==> config.mk <==
export PLATFORM = sky130hd
export DESIGN_NAME = rs_sym_patcher
export DESIGN_NICKNAME = d
export VERILOG_FILES = /design/src/rtl/rs_patch_pkg.sv /design/src/rtl/rs_report_decode.sv /design/src/rtl/rs_window_xor.sv /design/src/rtl/rs_patch_ctrl.sv /design/src/rtl/rs_sym_patcher.sv
export SDC_FILE = /design/constraint.sdc
export NUM_CORES = 1
export LEC_CHECK = 0
export ABC_AREA = 1
export BUFFER_PORTS_ARGS = -buffer_cell sky130_fd_sc_hd__clkbuf_2
export CORE_MARGIN = 2
export CORE_UTILIZATION = 40
export CTS_CLUSTER_DIAMETER = 200
export DETAILED_ROUTE_END_ITERATION = 8
export PLACE_DENSITY = 0.67
export SYNTH_ARGS = -nofsm -noshare
export SYNTH_HDL_FRONTEND = slang
export SYNTH_SLANG_ARGS = --single-unit
export TNS_END_PERCENT = 100
==> constraint.sdc <==
create_clock -name clk_i -period 4 [get_ports clk_i]
set_input_delay 0.2 -clock clk_i [delete_from_list [all_inputs] [get_ports clk_i]]
set_output_delay 0.2 -clock clk_i [all_outputs]
set_load 0.01 [all_outputs]
==> src/rtl/rs_patch_pkg.sv <==
package rs_patch_pkg;
  localparam int SYM_W      = 9;
  localparam int BYTE_AW    = 10;
  localparam int ST_CNT_LSB = 29;
  localparam int ST_CNT_W   = 3;
  localparam int ST_UNC_BIT = 1;
  localparam int ST_ERR_BIT = 0;
  localparam int REP_IDX_LSB = 16;
  localparam int REP_W      = 32;

  typedef struct packed {
    logic               valid;
    logic [BYTE_AW-1:0] byte_a;
    logic [2:0]         off;
    logic [SYM_W-1:0]   mask;
  } rep_dec_t;

  typedef enum logic [3:0] {
    S_IDLE, S_CHECK, S_SEL, S_RD0, S_RD1, S_CAP, S_WR0, S_WR1, S_FIN
  } pstate_t;
endpackage

==> src/rtl/rs_report_decode.sv <==
module rs_report_decode
  import rs_patch_pkg::*;
#(
  parameter int SYM_LIMIT = 512
) (
  input  logic [REP_W-1:0] word_i,
  output rep_dec_t         dec_o
);
  logic [SYM_W-1:0] field;
  logic [SYM_W-1:0] idx;
  logic             unused_bits;

  assign field = word_i[REP_IDX_LSB +: SYM_W];
  assign idx   = field - SYM_W'(1);
  assign unused_bits = ^{word_i[REP_W-1:REP_IDX_LSB+SYM_W], word_i[REP_IDX_LSB-1:SYM_W]};

  always_comb begin
    dec_o.valid  = (field != '0) && (int'(idx) < SYM_LIMIT);
    dec_o.byte_a = BYTE_AW'(idx) + BYTE_AW'(idx[SYM_W-1:3]);
    dec_o.off    = idx[2:0];
    dec_o.mask   = word_i[SYM_W-1:0];
  end

  // a valid window's second byte stays inside the packed symbol span
  always_comb begin
    assert_span_R7: assert (!dec_o.valid || int'(dec_o.byte_a) + 1 < (SYM_LIMIT * SYM_W + 7) / 8 + 1);
  end
endmodule

==> src/rtl/rs_window_xor.sv <==
module rs_window_xor
  import rs_patch_pkg::*;
(
  input  logic [7:0]       lo_i,
  input  logic [7:0]       hi_i,
  input  logic [2:0]       off_i,
  input  logic [SYM_W-1:0] mask_i,
  output logic [7:0]       lo_o,
  output logic [7:0]       hi_o
);
  logic [15:0] win;
  logic [15:0] flip;

  assign flip = {7'b0, mask_i} << off_i;
  assign win  = {hi_i, lo_i} ^ flip;
  assign lo_o = win[7:0];
  assign hi_o = win[15:8];

  // exactly the mask's bits change in the window
  always_comb begin
    assert_xor_bits_R7: assert ($countones({hi_o, lo_o} ^ {hi_i, lo_i}) == $countones(mask_i));
  end
endmodule

==> src/rtl/rs_patch_ctrl.sv <==
module rs_patch_ctrl
  import rs_patch_pkg::*;
#(
  parameter int MAX_REPS  = 4,
  parameter int BUF_BYTES = 512,
  localparam int KW = $clog2(MAX_REPS + 1)
) (
  input  logic               clk_i,
  input  logic               rst_ni,
  input  logic               start_i,
  input  logic               st_err_i,
  input  logic               st_unc_i,
  input  logic [ST_CNT_W-1:0] st_cnt_i,
  input  rep_dec_t           dec_i [MAX_REPS],
  input  logic [7:0]         mem_rdata_i,
  output logic               cap_o,
  output logic               mem_rd_o,
  output logic               mem_we_o,
  output logic [BYTE_AW-1:0] mem_addr_o,
  output logic [7:0]         mem_wdata_o,
  output logic               busy_o,
  output logic               done_o,
  output logic               fail_o,
  output logic [KW-1:0]      fixed_cnt_o
);
  pstate_t            st_q, st_d;
  logic [KW-1:0]      k_q, n_q, cnt_q, n_lim;
  logic               fail_q;
  logic [7:0]         lo_q, hi_q, new_lo, new_hi;
  rep_dec_t           cur;
  logic [BYTE_AW-1:0] a_hi;
  logic               in_lo, in_hi;

  always_comb begin
    cur = '0;
    for (int i = 0; i < MAX_REPS; i++)
      if (k_q == KW'(i)) cur = dec_i[i];
  end

  always_comb begin
    if (int'(st_cnt_i) > MAX_REPS) n_lim = KW'(MAX_REPS);
    else                           n_lim = KW'(st_cnt_i);
  end

  assign a_hi  = cur.byte_a + BYTE_AW'(1);
  assign in_lo = int'(cur.byte_a) < BUF_BYTES;
  assign in_hi = int'(a_hi) < BUF_BYTES;
  assign cap_o = (st_q == S_IDLE) && start_i;

  rs_window_xor u_win (
    .lo_i   (lo_q),
    .hi_i   (hi_q),
    .off_i  (cur.off),
    .mask_i (cur.mask),
    .lo_o   (new_lo),
    .hi_o   (new_hi)
  );

  always_comb begin
    st_d = st_q;
    unique case (st_q)
      S_IDLE:  if (start_i) st_d = S_CHECK;
      S_CHECK: st_d = (st_unc_i || !st_err_i || n_lim == '0) ? S_FIN : S_SEL;
      S_SEL: begin
        if (k_q >= n_q)     st_d = S_FIN;
        else if (cur.valid) st_d = S_RD0;
      end
      S_RD0:   st_d = S_RD1;
      S_RD1:   st_d = S_CAP;
      S_CAP:   st_d = S_WR0;
      S_WR0:   st_d = S_WR1;
      S_WR1:   st_d = S_SEL;
      S_FIN:   st_d = S_IDLE;
      default: st_d = S_IDLE;
    endcase
  end

  always_ff @(posedge clk_i or negedge rst_ni) begin
    if (!rst_ni) begin
      st_q   <= S_IDLE;
      k_q    <= '0;
      n_q    <= '0;
      cnt_q  <= '0;
      fail_q <= 1'b0;
      lo_q   <= '0;
      hi_q   <= '0;
    end else begin
      st_q <= st_d;
      unique case (st_q)
        S_IDLE: if (start_i) begin
          k_q    <= '0;
          cnt_q  <= '0;
          fail_q <= 1'b0;
        end
        S_CHECK: begin
          n_q    <= n_lim;
          fail_q <= st_unc_i;
        end
        S_SEL: if (k_q < n_q && !cur.valid) k_q <= k_q + KW'(1);
        S_RD1: lo_q <= in_lo ? mem_rdata_i : 8'h00;
        S_CAP: hi_q <= in_hi ? mem_rdata_i : 8'h00;
        S_WR1: begin
          cnt_q <= cnt_q + KW'(1);
          k_q   <= k_q + KW'(1);
        end
        default: ;
      endcase
    end
  end

  assign mem_rd_o    = (st_q == S_RD0 && in_lo) || (st_q == S_RD1 && in_hi);
  assign mem_we_o    = (st_q == S_WR0 && in_lo) || (st_q == S_WR1 && in_hi);
  assign mem_addr_o  = (st_q == S_RD1 || st_q == S_WR1) ? a_hi : cur.byte_a;
  assign mem_wdata_o = (st_q == S_WR1) ? new_hi : new_lo;
  assign busy_o      = st_q != S_IDLE;
  assign done_o      = st_q == S_FIN;
  assign fail_o      = fail_q;
  assign fixed_cnt_o = cnt_q;

  assert_rdwe_excl_R10: assert property (@(posedge clk_i) disable iff (!rst_ni)
    !(mem_rd_o && mem_we_o));
  assert_wr_in_range_R8: assert property (@(posedge clk_i) disable iff (!rst_ni)
    mem_we_o |-> int'(mem_addr_o) < BUF_BYTES);
  assert_unc_nowrite_R3: assert property (@(posedge clk_i) disable iff (!rst_ni)
    (busy_o && st_unc_i) |-> !mem_we_o);
  assert_noerr_nowrite_R4: assert property (@(posedge clk_i) disable iff (!rst_ni)
    (busy_o && !st_err_i) |-> !mem_we_o);
  assert_done_pulse_R9: assert property (@(posedge clk_i) disable iff (!rst_ni)
    done_o |=> !done_o);
  assert_hold_R9: assert property (@(posedge clk_i) disable iff (!rst_ni)
    (!busy_o && !start_i) |=> ($stable(fixed_cnt_o) && $stable(fail_o)));
  assert_cnt_bound_R5: assert property (@(posedge clk_i) disable iff (!rst_ni)
    int'(fixed_cnt_o) <= MAX_REPS);
  assert_busy_start_R2: assert property (@(posedge clk_i) disable iff (!rst_ni)
    (!busy_o && start_i) |=> busy_o);
endmodule

==> src/rtl/rs_sym_patcher.sv <==
module rs_sym_patcher
  import rs_patch_pkg::*;
#(
  parameter int MAX_REPS  = 4,
  parameter int BUF_BYTES = 512,
  parameter int SYM_LIMIT = 512,
  localparam int KW = $clog2(MAX_REPS + 1)
) (
  input  logic                      clk_i,
  input  logic                      rst_ni,
  input  logic                      start_i,
  input  logic [31:0]               status_i,
  input  logic [MAX_REPS*REP_W-1:0] reports_i,
  output logic                      mem_rd_o,
  output logic                      mem_we_o,
  output logic [BYTE_AW-1:0]        mem_addr_o,
  output logic [7:0]                mem_wdata_o,
  input  logic [7:0]                mem_rdata_i,
  output logic                      busy_o,
  output logic                      done_o,
  output logic                      fail_o,
  output logic [KW-1:0]             fixed_cnt_o
);
  logic                cap;
  logic                err_q, unc_q;
  logic [ST_CNT_W-1:0] cnt_field_q;
  logic [REP_W-1:0]    rep_q [MAX_REPS];
  rep_dec_t            dec   [MAX_REPS];
  logic                unused_status;

  assign unused_status = ^status_i[ST_CNT_LSB-1:ST_UNC_BIT+1];

  always_ff @(posedge clk_i or negedge rst_ni) begin
    if (!rst_ni) begin
      err_q       <= 1'b0;
      unc_q       <= 1'b0;
      cnt_field_q <= '0;
      for (int i = 0; i < MAX_REPS; i++) rep_q[i] <= '0;
    end else if (cap) begin
      err_q       <= status_i[ST_ERR_BIT];
      unc_q       <= status_i[ST_UNC_BIT];
      cnt_field_q <= status_i[ST_CNT_LSB +: ST_CNT_W];
      for (int i = 0; i < MAX_REPS; i++) rep_q[i] <= reports_i[i*REP_W +: REP_W];
    end
  end

  for (genvar g = 0; g < MAX_REPS; g++) begin : g_dec
    rs_report_decode #(.SYM_LIMIT(SYM_LIMIT)) u_dec (
      .word_i (rep_q[g]),
      .dec_o  (dec[g])
    );
  end

  rs_patch_ctrl #(.MAX_REPS(MAX_REPS), .BUF_BYTES(BUF_BYTES)) u_ctrl (
    .clk_i       (clk_i),
    .rst_ni      (rst_ni),
    .start_i     (start_i),
    .st_err_i    (err_q),
    .st_unc_i    (unc_q),
    .st_cnt_i    (cnt_field_q),
    .dec_i       (dec),
    .mem_rdata_i (mem_rdata_i),
    .cap_o       (cap),
    .mem_rd_o    (mem_rd_o),
    .mem_we_o    (mem_we_o),
    .mem_addr_o  (mem_addr_o),
    .mem_wdata_o (mem_wdata_o),
    .busy_o      (busy_o),
    .done_o      (done_o),
    .fail_o      (fail_o),
    .fixed_cnt_o (fixed_cnt_o)
  );
endmodule

**Yosys cells after proc, flatten, opt, wreduce, memory -nomap -nowiden**

Cells that the tools add are included.

- Register bits: 135
- Output and inout port bits: 26
- Logic and storage cells: 94

- $add $sub $neg: 11
- Magnitude comparators: 5
- Eq/ne operators: 14
- Shift-type cells: 1
- Multiplexer cells: 20
- Bitwise logic cells: 1
- Reductions and logical operators: 28

Operator list:

| cell | number |
|---|---|
| $mux W23 | 4 |
| $add A9 B6 Y10 | 4 |
| $reduce_bool A9 Y1 | 4 |
| $sub A9 B1 Y9 const B | 4 |
| $pmux W4 S8 | 1 |
| $mux W8 | 3 |
| $lt A10 B10 Y1 const B | 2 |
| $eq A4 B3 Y1 const B | 4 |
| $mux W4 | 4 |
| $shl A9 B3 Y16 | 1 |
| $xor A16 B16 Y16 | 1 |
| $add A10 B1 Y10 const B | 1 |
| $mux W10 | 1 |
| $mux W3 | 3 |
| $pmux W3 S3 | 1 |
| $eq A4 B2 Y1 const B | 2 |
| $add A3 B1 Y3 const B | 2 |
| $eq A3 B2 Y1 const B | 2 |
| $logic_and A1 B1 Y1 | 6 |
| $logic_not A3 Y1 | 2 |
| $pmux W3 S2 | 1 |
| $reduce_and A2 Y1 | 3 |
| $logic_or A1 B1 Y1 | 5 |
| $eq A4 B1 Y1 const B | 1 |
| 16 further kinds | 18 |

**Depth between registers and ports, before layout**

Gate-level depths: netlist of the first run.

- Depth after elaboration: 10
- Depth in mapped cells: 24
- Depth with buffers taken out: 24

**Modules after synthesis**

A second synthesis of the first run with hierarchy kept.

- Cell total of the unflattened synthesis: 1669
- Area total of the unflattened synthesis: 11642.4 um2

By module, submodules not included:

| module | instances | cells an instance | area an instance (um2) |
|---|---|---|---|
| rs_sym_patcher | 1 | 562 | 5049.8 |
| rs_patch_ctrl | 1 | 434 | 2747.6 |
| rs_report_decode at g_dec[0].u_dec ... | 3 | 138 | 813.3 |
| rs_report_decode at g_dec[1].u_dec | 1 | 141 | 840.8 |
| rs_window_xor | 1 | 118 | 564.3 |

**Least setup slack after synthesis of the first run**

Ideal clock, no wire load.

- Kind: register to output
- From: reg rep_q[112] in the netlist's numbering
- To: out mem_addr_o[9]
- Arrival: 2.892 ns
- Slack: 0.908 ns
- Stages on the path, launching flop included: 17
- Buffers on the path: 0
- Path through: dfrtp_1 inv_1 ha_1 nand2_2 xor2_1 fa_1 nand2_1 inv_1 nor3_1 o31ai_1 nand2_1 nand2_1 nor2_1 nand3_1 nor2_1 nand4_2 o21ai_0

- Word-level cells in the longest chain between the ends: 8

RTL lines:

| element | line | source |
|---|---|---|
| start, declared | rs_sym_patcher.sv:27 | `logic [REP_W-1:0] rep_q [MAX_REPS];` |
| $sub A9 B1 Y9 (*) | rs_report_decode.sv:14 | `assign idx = field - SYM_W'(1);` |
| $add A9 B6 Y10 (*) | rs_report_decode.sv:19 | `dec_o.byte_a = BYTE_AW'(idx) + BYTE_AW'(idx[SYM_W-1:3]);` |
| $mux W23 (*) (4 in a row) | rs_patch_ctrl.sv:37 | `if (k_q == KW'(i)) cur = dec_i[i];` |
| $add A10 B1 Y10 | rs_patch_ctrl.sv:45 | `assign a_hi = cur.byte_a + BYTE_AW'(1);` |
| $mux W10 (*) | rs_patch_ctrl.sv:113 | `assign mem_addr_o = (st_q == S_RD1 \|\| st_q == S_WR1) ? a_hi : cur.byte_a;` |
| end, declared | rs_sym_patcher.sv:16 | `output logic [BYTE_AW-1:0] mem_addr_o,` |

Every way passes the cells marked *; elsewhere a longest branch is shown, timed or not.

**Final worst setup path of the first run**

- From: reg rep_q[80] in the netlist's numbering
- To: out mem_addr_o[8]

- Word-level cells in the longest chain between the ends: 7

RTL lines:

| element | line |
|---|---|
| $sub A9 B1 Y9 (*) | rs_report_decode.sv:14 |
| $add A9 B6 Y10 (*) | rs_report_decode.sv:19 |
| $mux W23 (*) (3 in a row) | rs_patch_ctrl.sv:37 |
| $add A10 B1 Y10 | rs_patch_ctrl.sv:45 |
| $mux W10 (*) | rs_patch_ctrl.sv:113 |

Marked as above.

==> results.toml, run 1 <==
[job]
maxCapViolations = 0

[final_layout]
insertedDiodeCount = 0
sequential_cell_area_sq_mm = 0.00268
instances_no_fill = 1526
nets = 1470
final_core_utilization = 0.490
multi_input_comb_area_sq_mm = 0.00485
syn_to_final_growth_pct = 19.8
fill_cells = 1974
drive_above_1_share = 0.224

[clock_tree]
clkLatencyLatePin_ns = 0.36
cts.sinks = 107
ctsHtreeMaxLevel = 3
cts_tree = "done"
cts-root-buf = "clkbuf_16"
num_cts_buffers = 9
clk_pin_slew_worst_paths_ns = 0.08
cts_buffer_depth = 2

[floorplan]
design.die.area_sq_mm = 0.0211
placement_rows = 51
dieHeight_um = 145
io_pins = 197
core_area_sq_mm = 0.0195
floorplan.initialDensity = 0.409
die_w_um = 145

[worst_setup_path]
critical_path_cell_count = 21
slowest_delay_ns = 0.46
r2r_cells = 20
critPathArrivalTime_ns = 3.68
slowest_stage = "fa_1"
path_class = "reg2out"
crit_path_end = "mem_addr_o[8]"
r2r_start = "rep_q[80]"
r2r_setup_slack_ns = 0.73
worst-path-max-fanout = 4
critical_path_buf_inv_count = 4
timing.critical_path.from_type = "register"
cp_delay_by_family_top = "adder cells"
critical_path.startpoint = "rep_q[80]"
reg2reg_to = "u_ctrl.lo_q[1]"
crit_chain = "inv_2 -> nand3_2 -> xor2_2 -> ha_2 -> inv_1 -> fa_1 -> o21ai_2 -> a21oi_1 -> a21oi_1 -> nor2_1 -> a21oi_2 -> ha_2 -> nand4_1 -> a21oi_2 -> o21ai_1 -> nor2_1 -> nand2_1 -> nand2_1 -> nand2_1 -> inv_1 -> clkbuf_2"
critPathCaptureType = "output pin"
timing.critical_path.mode_cell = "nand2_1"
worstPathRequired_ns = 3.80

[detailed_routing]
vias = 7668
post_drt_via_cell_ratio = 5.02
drt_first_pass_iters = 5
route.detailed.wl_per_inst_um = 14.2
routed_wl_um = 21700
drtIter0Drc = 461
final_antenna_net_count = 0
remaining_drc_errors = 0

[yosys]
synth_enable_flop_cells = 0
syn-num-nets = 1353
postSynth.topFlopCell = "dfrtp_1"
synth_cells = 1139
synthDominantAreaCellType = "dfrtp_1"
share_of_synthesized_area_occupied_by_flip_flops_and_latches = 0.335
synth_cell_type_count = 51
yosys_warnings = 0
async_flop_share = 1.00
mean_post_synth_cell_area_sq_um = 7.01
yosys.area.top_type_share = 0.335
post_synth_main_area_contributors = "dfrtp_1, nand2_1, o21ai_0"
synth.ff_latch_count = 107
syn-cell-area_sq_mm = 0.00799

[global_routing]
first_global_vias = 7276
grt_use_met2 = 0.346
globalRouteMet3Util = 0.0192
globalRouteMet1Util = 0.271
grt_start_max_net_pins = 116
busiest_layer = "met2"
antenna_found_initial = 0
globalRouteTotalUtil = 0.202
grt_pass1_wl_um = 35100
overflow = 0

[placed_design]
dpl.hpwl_um = 16200
post_placement_setup_slack_ns = 0.324
place.detailed.instances = 1495
gp_congestion = 0.891
port-buffer-count = 113

[timing]
max_clock_freq_ghz = 0.257
drv_slew = 0
final_critical_path_setup_slack_ns = 0.115
worst_clock_skew_ns = 0.00984
final_hold_viol_count = 0
worst_slew_pin_slew_ns = 0.775
min_period_over_period = 0.971
timing.final.crit_period_ns = 3.88
max_transition_margin = 0.484
worst_hold_slack_across_all_endpoints_ns = 0.0370
final_setup_violation_count = 0

[status]
status = "completed"

[worst_hold_path]
holdCritPathClass = "in2reg"
-- metrics by stage --
stage | area, sq um | setup TNS (ns)
detailed placement | 8820 | 0
floorplan | 7990 | 0
global placement | 8820 | 0
finish | 9570 | 0
global route | 9570 | -0.145
CTS | 9200 | 0
-- routing by layer --
metal  vias up  wire length (um)
met2       162             10600
li1       3887                 -
met3        32               783
met4         0               522
met1      3587              9820
met5         -                 0
-- kinds of logic after synthesis --
group,share of synthesized area
AO/OA/AOI/OAI,0.145
XOR/XNOR,0.0417
adder cells (fa/ha/maj),0.0711
buffers and inverters,0.0949
flip-flops,0.335
AND/OR/NAND/NOR,0.312
-- registers in the layout, summed over array words and instances (netlist names) --
| register | count |
|---|---|
| rep_q | 72 |
| u_ctrl.fixed_cnt_o | 3 |
| err_q | 1 |
| u_ctrl.n_q | 3 |
| u_ctrl.k_q | 3 |
| u_ctrl.hi_q | 8 |
| u_ctrl.lo_q | 8 |
| u_ctrl.st_q | 4 |
| unc_q | 1 |
| cnt_field_q | 3 |
| u_ctrl.fail_o | 1 |
-- cell usage in the layout, fill, tap and decap left out, drive strengths merged, types with 2 or more instances in the layout --
cell type  count
o22ai         14
or2            4
o221ai         3
a22oi          2
inv          152
a31oi          4
ha            39
a21oi         41
and2           3
o31ai          3
nand3         75
nand2        368
nor2          84
dfrtp        107
fa             4
clkbuf       122
xnor2          7
buf           29
nor3           7
a21o           3
nand4         14
bufinv         2
a221oi         2
xor2          31
o21ai        125
o21bai         2
clkinvlp       2
o211ai         3
-- worst min-delay path by stage --
| stage | startpoint | to | slack (ns) | cells after the start |
|---|---|---|---|---|
| after floorplan | rst_ni | cnt_field_q[0] | -0.1 | 0 |
| after detailed placement | rst_ni | rep_q[50] | 0.33 | 1 |
| after CTS | reports_i[118] | rep_q[22] | 0.03 | 3 |
| after global routing | reports_i[100] | rep_q[4] | 0.04 | 3 |
| final | reports_i[80] | rep_q[48] | 0.04 | 3 |
| after global placement | rst_ni | rep_q[48] | 0.32 | 1 |
-- worst reg2reg max path, cell delays in order, from the launching register on --
cell     delay, ns
dfrtp_1       0.40
inv_2         0.12
ha_4          0.16
nand3_2       0.11
xor2_2        0.23
inv_1         0.11
ha_1          0.30
nand2_1       0.06
inv_1         0.07
nand4_1       0.09
nand3_1       0.12
nand2_1       0.07
a21oi_1       0.19
nand2_1       0.10
o32ai_1       0.22
nand2_1       0.07
nand2_1       0.19
nand2_1       0.19
buf_4         0.20
nand3_1       0.06
o21ai_0       0.08
-- repair_timing --
item,4_1_cts,5_1_grt
gates cloned,0,1
hold buffers,1,0
hold endpoints to repair,56,0
pin swaps,0,14
endpoints found under the setup margin,2,6
buffers inserted,0,13
gates resized for setup,8,58
-- synth_stat cells, types with 5 or more instances --
cell type	instances
a21oi_1	37
clkbuf_1	17
nor2_2	5
buf_2	15
inv_2	9
xnor2_1	7
xor2_1	31
o21ai_0	110
dfrtp_1	107
nand2_2	27
o22ai_1	14
ha_1	39
nor3_1	5
nand4_1	12
o21ai_1	14
inv_1	142
nor2_1	77
nand2_1	338
nand3_2	18
nand3_1	57
-- cell type report --
cell class | instances | area share
Inverter | 151 | 0.0596
Sequential cell | 107 | 0.280
Clock inverter | 6 | 0.00993
Multi-Input combinational cell | 845 | 0.507
Clock buffer | 10 | 0.0250
Tap cell | 265 | 0.0346
Timing Repair Buffer | 142 | 0.0844
Power of run 1 is not shown: default switching activity piles up to over one toggle a cycle in this logic, so the estimate is an artifact.
==> inputs of run 2 (changes only) <==
--- a/config.mk
+++ b/config.mk
@@ -7,11 +7,12 @@
 export LEC_CHECK = 0
 export ABC_AREA = 1
 export BUFFER_PORTS_ARGS = -buffer_cell sky130_fd_sc_hd__clkbuf_2
+export CORE_ASPECT_RATIO = 2
 export CORE_MARGIN = 2
 export CORE_UTILIZATION = 40
 export CTS_CLUSTER_DIAMETER = 200
 export DETAILED_ROUTE_END_ITERATION = 8
-export PLACE_DENSITY = 0.67
+export PLACE_DENSITY = 0.72
 export SYNTH_ARGS = -nofsm -noshare
 export SYNTH_HDL_FRONTEND = slang
 export SYNTH_SLANG_ARGS = --single-unit
==> results.toml, run 2 (synthesis results as in run 1) <==
[worst_setup_path]
path_class = "reg2out"
critPathArrivalTime_ns = 3.59
timing.critical_path.from_type = "register"
r2r_setup_slack_ns = 0.60
crit_path_end = "mem_we_o"
reg2reg_to = "u_ctrl.lo_q[4]"
r2r_start = "rep_q[18]"
critical_path.startpoint = "rep_q[114]"
r2r_cells = 18
critPathCaptureType = "output pin"
worst-path-max-fanout = 10
worstPathRequired_ns = 3.80

[timing]
rsz_0062_raised_after_global_routing = "yes"
final_setup_violation_count = 0
max_transition_margin = 0.506
timing.final.crit_period_ns = 3.79
min_period_over_period = 0.948
final_critical_path_setup_slack_ns = 0.209
worst_slew_pin_slew_ns = 0.741
drv_slew = 0
worst_clock_skew_ns = 0.0125
max_clock_freq_ghz = 0.264
final_hold_viol_count = 0

[detailed_routing]
final_antenna_net_count = 0
vias = 7723
post_drt_via_cell_ratio = 5.08
drt_first_pass_iters = 5
remaining_drc_errors = 0
route.detailed.wl_per_inst_um = 14.4
drtIter0Drc = 353
routed_wl_um = 21900

[floorplan]
floorplan.initialDensity = 0.405
die_w_um = 104
core_area_sq_mm = 0.0197
dieHeight_um = 204
design.die.area_sq_mm = 0.0212
io_pins = 197
placement_rows = 73

[final_layout]
fill_cells = 2038
top_register = "rep_q"
drive_above_1_share = 0.223
final_core_utilization = 0.482
final_cell_mix = "nand2_1, inv_1, clkbuf_2"
reg_top3 = "rep_q (72), u_ctrl.hi_q (8), u_ctrl.lo_q (8)"
instances_no_fill = 1519
layout.cells.most_common = "nand2_1"
largest_reg_flops = 72
insertedDiodeCount = 0
syn_to_final_growth_pct = 19.0
nets = 1466

[placed_design]
place.detailed.instances = 1493
dpl.hpwl_um = 16700
port-buffer-count = 113
post_placement_setup_slack_ns = 0.285
gp_congestion = 0.943

[clock_tree]
ctsHtreeMaxLevel = 3
cts_tree = "done"
cts-root-buf = "clkbuf_16"
clkLatencyLatePin_ns = 0.37
num_cts_buffers = 9
cts.sinks = 107
clk_pin_slew_worst_paths_ns = 0.09
cts_buffer_depth = 2

[global_routing]
antenna_found_initial = 0
grt_pass1_wl_um = 35600
grt_start_max_net_pins = 108
busiest_layer = "met2"
overflow = 0
grt_use_met2 = 0.380
first_global_vias = 7513
globalRouteMet1Util = 0.231
globalRouteTotalUtil = 0.208
globalRouteMet3Util = 0.0261

[job]
maxCapViolations = 0

[worst_hold_path]
holdCritPathClass = "in2reg"

[status]
status = "completed"
-- run 2: metal layers --
layer  vias up  part of all wire  wire length (um)
li1       3879                 -                 -
met3        80             0.036               792
met4         0             0.057              1260
met1      3535              0.40              8710
met2       229              0.51             11200
met5         -                 0                 0
-- run 2: critical path, cell delays in order, from the launching register on --
cell,delay [ns]
dfrtp_2,0.47
nor2_4,0.18
nand2_2,0.09
nand2_1,0.08
nand2_2,0.09
ha_1,0.22
fa_1,0.41
nand2_1,0.08
inv_1,0.06
nor3_1,0.20
o31ai_1,0.11
nand2_1,0.14
nand2_1,0.08
nor2_2,0.14
nand3_1,0.09
nor2_1,0.18
nand4_4,0.16
buf_8,0.19
nand3_2,0.06
nand2_2,0.05
clkbuf_2,0.12
-- run 2: how the worst min path moves through the flow --
stage                           to           start  cells past startpoint  slack (ns)
floorplan           cnt_field_q[0]          rst_ni                      0        -0.1
global placement         rep_q[52]          rst_ni                      2        0.31
detailed placement       rep_q[54]          rst_ni                      2        0.31
CTS                      rep_q[99]    reports_i[3]                      3        0.02
global route             rep_q[21]  reports_i[117]                      3        0.04
finish                   rep_q[18]  reports_i[114]                      3        0.03
-- run 2: timing repair --
| item | in CTS | in global routing |
|---|---|---|
| gates resized for setup | 6 | 60 |
| pin swaps | 1 | 7 |
| endpoints found under the hold margin | 107 | 0 |
| endpoints found under the setup margin | 3 | 14 |
| setup buffers | 1 | 8 |
| hold buffers | 1 | 0 |
-- run 2: final cells by class --
type	count	area [sq um]	share of cell area
clock buffers	9	225	0.0237
clock inverters	7	80.1	0.00842
inverters	151	573	0.0603
multi-input cells	844	4820	0.507
flip-flops and latches	107	2680	0.282
well taps	262	328	0.0345
repair buffers	139	798	0.0839
-- run 2: stage by stage --
step	area [sq um]	setup TNS, ns	hold slack [ns]
2_1_floorplan	7990	0	-0.0956
4_1_cts	9190	0	0.0227
3_5_place_dp	8840	0	0.314
6_report	9510	0	0.0259
3_3_place_gp	8840	0	0.313
5_1_grt	9510	-0.00702	0.0407
Power of run 2 is left out for the same reason.
==> inputs of run 3 (changes only) <==
--- a/config.mk
+++ b/config.mk
@@ -7,12 +7,12 @@
 export LEC_CHECK = 0
 export ABC_AREA = 1
 export BUFFER_PORTS_ARGS = -buffer_cell sky130_fd_sc_hd__clkbuf_2
-export CORE_ASPECT_RATIO = 2
 export CORE_MARGIN = 2
 export CORE_UTILIZATION = 40
 export CTS_CLUSTER_DIAMETER = 200
 export DETAILED_ROUTE_END_ITERATION = 8
 export PLACE_DENSITY = 0.72
+export REMOVE_ABC_BUFFERS = 1
 export SYNTH_ARGS = -nofsm -noshare
 export SYNTH_HDL_FRONTEND = slang
 export SYNTH_SLANG_ARGS = --single-unit
==> results.toml, run 3 (synthesis results as in run 1) <==
[global_routing]
grt_pass1_wl_um = 34800
antenna_found_initial = 0
overflow = 0
first_global_vias = 7370
grt_start_max_net_pins = 58
globalRouteTotalUtil = 0.200

[placed_design]
gp_congestion = 0.879
placed_cell_area_sq_mm = 0.00883
place.detailed.instances = 1498
port-buffer-count = 113
dpl.hpwl_um = 16000

[final_layout]
reg_top3 = "rep_q (72), u_ctrl.hi_q (8), u_ctrl.lo_q (8)"
nets = 1475
top_register = "rep_q"
final_cell_mix = "nand2_1, inv_1, clkbuf_2"
largest_reg_flops = 72
instances_no_fill = 1531
syn_to_final_growth_pct = 20.3
insertedDiodeCount = 0
layout.cells.most_common = "nand2_1"
drive_above_1_share = 0.227
fin_area_sq_mm = 0.00961
fill_cells = 1944

[timing]
worst_slew_pin_slew_ns = 0.718
final_setup_violation_count = 0
final_hold_viol_count = 0
timing.final.crit_period_ns = 3.80
worst_clock_skew_ns = 0.0105
min_period_over_period = 0.949
max_clock_freq_ghz = 0.263
max_transition_margin = 0.522
drv_slew = 0

[clock_tree]
cts-root-buf = "clkbuf_16"
cts.sinks = 107
num_cts_buffers = 9
clk_pin_slew_worst_paths_ns = 0.07
cts_buffer_depth = 2
ctsHtreeMaxLevel = 3
cts_tree = "done"
clkLatencyLatePin_ns = 0.36

[job]
maxCapViolations = 0

[worst_setup_path]
slowest_delay_ns = 0.45
crit_chain = "nor2_4 -> nand2_2 -> nand2_1 -> nand2_2 -> ha_1 -> fa_1 -> nand2_1 -> inv_1 -> nor3_2 -> o31ai_1 -> nand2_1 -> nand2_1 -> nor2_2 -> nand3_1 -> nor2_2 -> nand4_4 -> buf_8 -> nand3_2 -> nand2_2 -> clkbuf_2"
worst-path-max-fanout = 10
critPathCaptureType = "output pin"
timing.critical_path.from_type = "register"
r2r_cells = 21
slowest_stage = "dfrtp_2"
critPathArrivalTime_ns = 3.60
path_class = "reg2out"
worstPathRequired_ns = 3.80
timing.critical_path.mode_cell = "nand2_1"
critical_path.startpoint = "rep_q[114]"
r2r_start = "rep_q[82]"

[floorplan]
io_pins = 197
dieHeight_um = 145
design.die.area_sq_mm = 0.0211
placement_rows = 51
die_w_um = 145
floorplan.initialDensity = 0.409
core_area_sq_mm = 0.0195

[detailed_routing]
post_drt_via_cell_ratio = 5.00
vias = 7661
drt_first_pass_iters = 5
final_antenna_net_count = 0
route.detailed.wl_per_inst_um = 14.0
routed_wl_um = 21400
remaining_drc_errors = 0
drtIter0Drc = 441

[worst_hold_path]
holdCritPathClass = "in2reg"
hold_path_startpoint = "reports_i[66]"
hold-path-cell-count = 3

[status]
status = "completed"
[run 3: cell count changes in the layout (fill, tap and decap cells not counted), moves of 3 or more]
cell     delta
o21ai_2     -3
a21oi_1     -3
ha_1        -3
buf_4      +11
o21ai_1     +4
a21oi_2     +3
[run 3: worst paths after layout]
| check | slack [ns] | to |
|---|---|---|
| worst max-delay path | 0.20 | mem_rd_o |
| worst min-delay path | 0.03 | rep_q[34] |
| worst max register to register | 0.59 | u_ctrl.lo_q[1] |
| worst min register to register | 0.48 | rep_q[37] |
| max in group asynchronous | 2.75 | rep_q[114] |
| min in group asynchronous | 0.24 | cnt_field_q[2] |
[run 3: routing by layer]
layer	vias to the layer above	global-route usage	wire, um
met3	32	0.0286	860
met4	0	0.0559	425
met5	-	0	0
met1	3544	0.255	9500
met2	189	0.353	10600
li1	3896	-	-
[run 3: worst max-delay path: cells and delay by family (launching register included)]
kind | cells | cell delay [ns]
adder cells (fa/ha/maj) | 2 | 0.63
AND/OR/NAND/NOR | 14 | 1.65
flip-flops | 1 | 0.45
buffers and inverters | 3 | 0.38
AO/OA/AOI/OAI | 1 | 0.13
[run 3: final cells by class]
cell class              instances  area, sq um  share of cell area
multi-input cells             844         4870               0.506
flip-flops and latches        107         2680               0.279
repair buffers                148          841              0.0875
inverters                     151          568              0.0591
well taps                     265          332              0.0345
clock buffers                  10          229              0.0238
clock inverters                 6         95.1             0.00989
[run 3: what timing repair did]
item,in CTS,in global routing
hold endpoints to repair,14,0
setup endpoints to repair,3,14
cloned,0,0
pin swaps,1,17
buffers inserted,1,15
hold buffers,1,0
resized for setup,4,65
[run 3: stage by stage]
stage / TNS, ns / utilization / setup slack [ns] / hold slack, ns
detailed placement: 0 / 0.452 / 0.272 / 0.0641
floorplan: 0 / - / 0.596 / -0.0956
finish: 0 / 0.492 / 0.205 / 0.0313
global placement: 0 / 0.452 / 0.339 / 0.0647
CTS: 0 / 0.471 / 0.00260 / 0.0210
global route: -0.150 / 0.492 / -0.0510 / 0.0385
Power of run 3 is left out for the same reason.
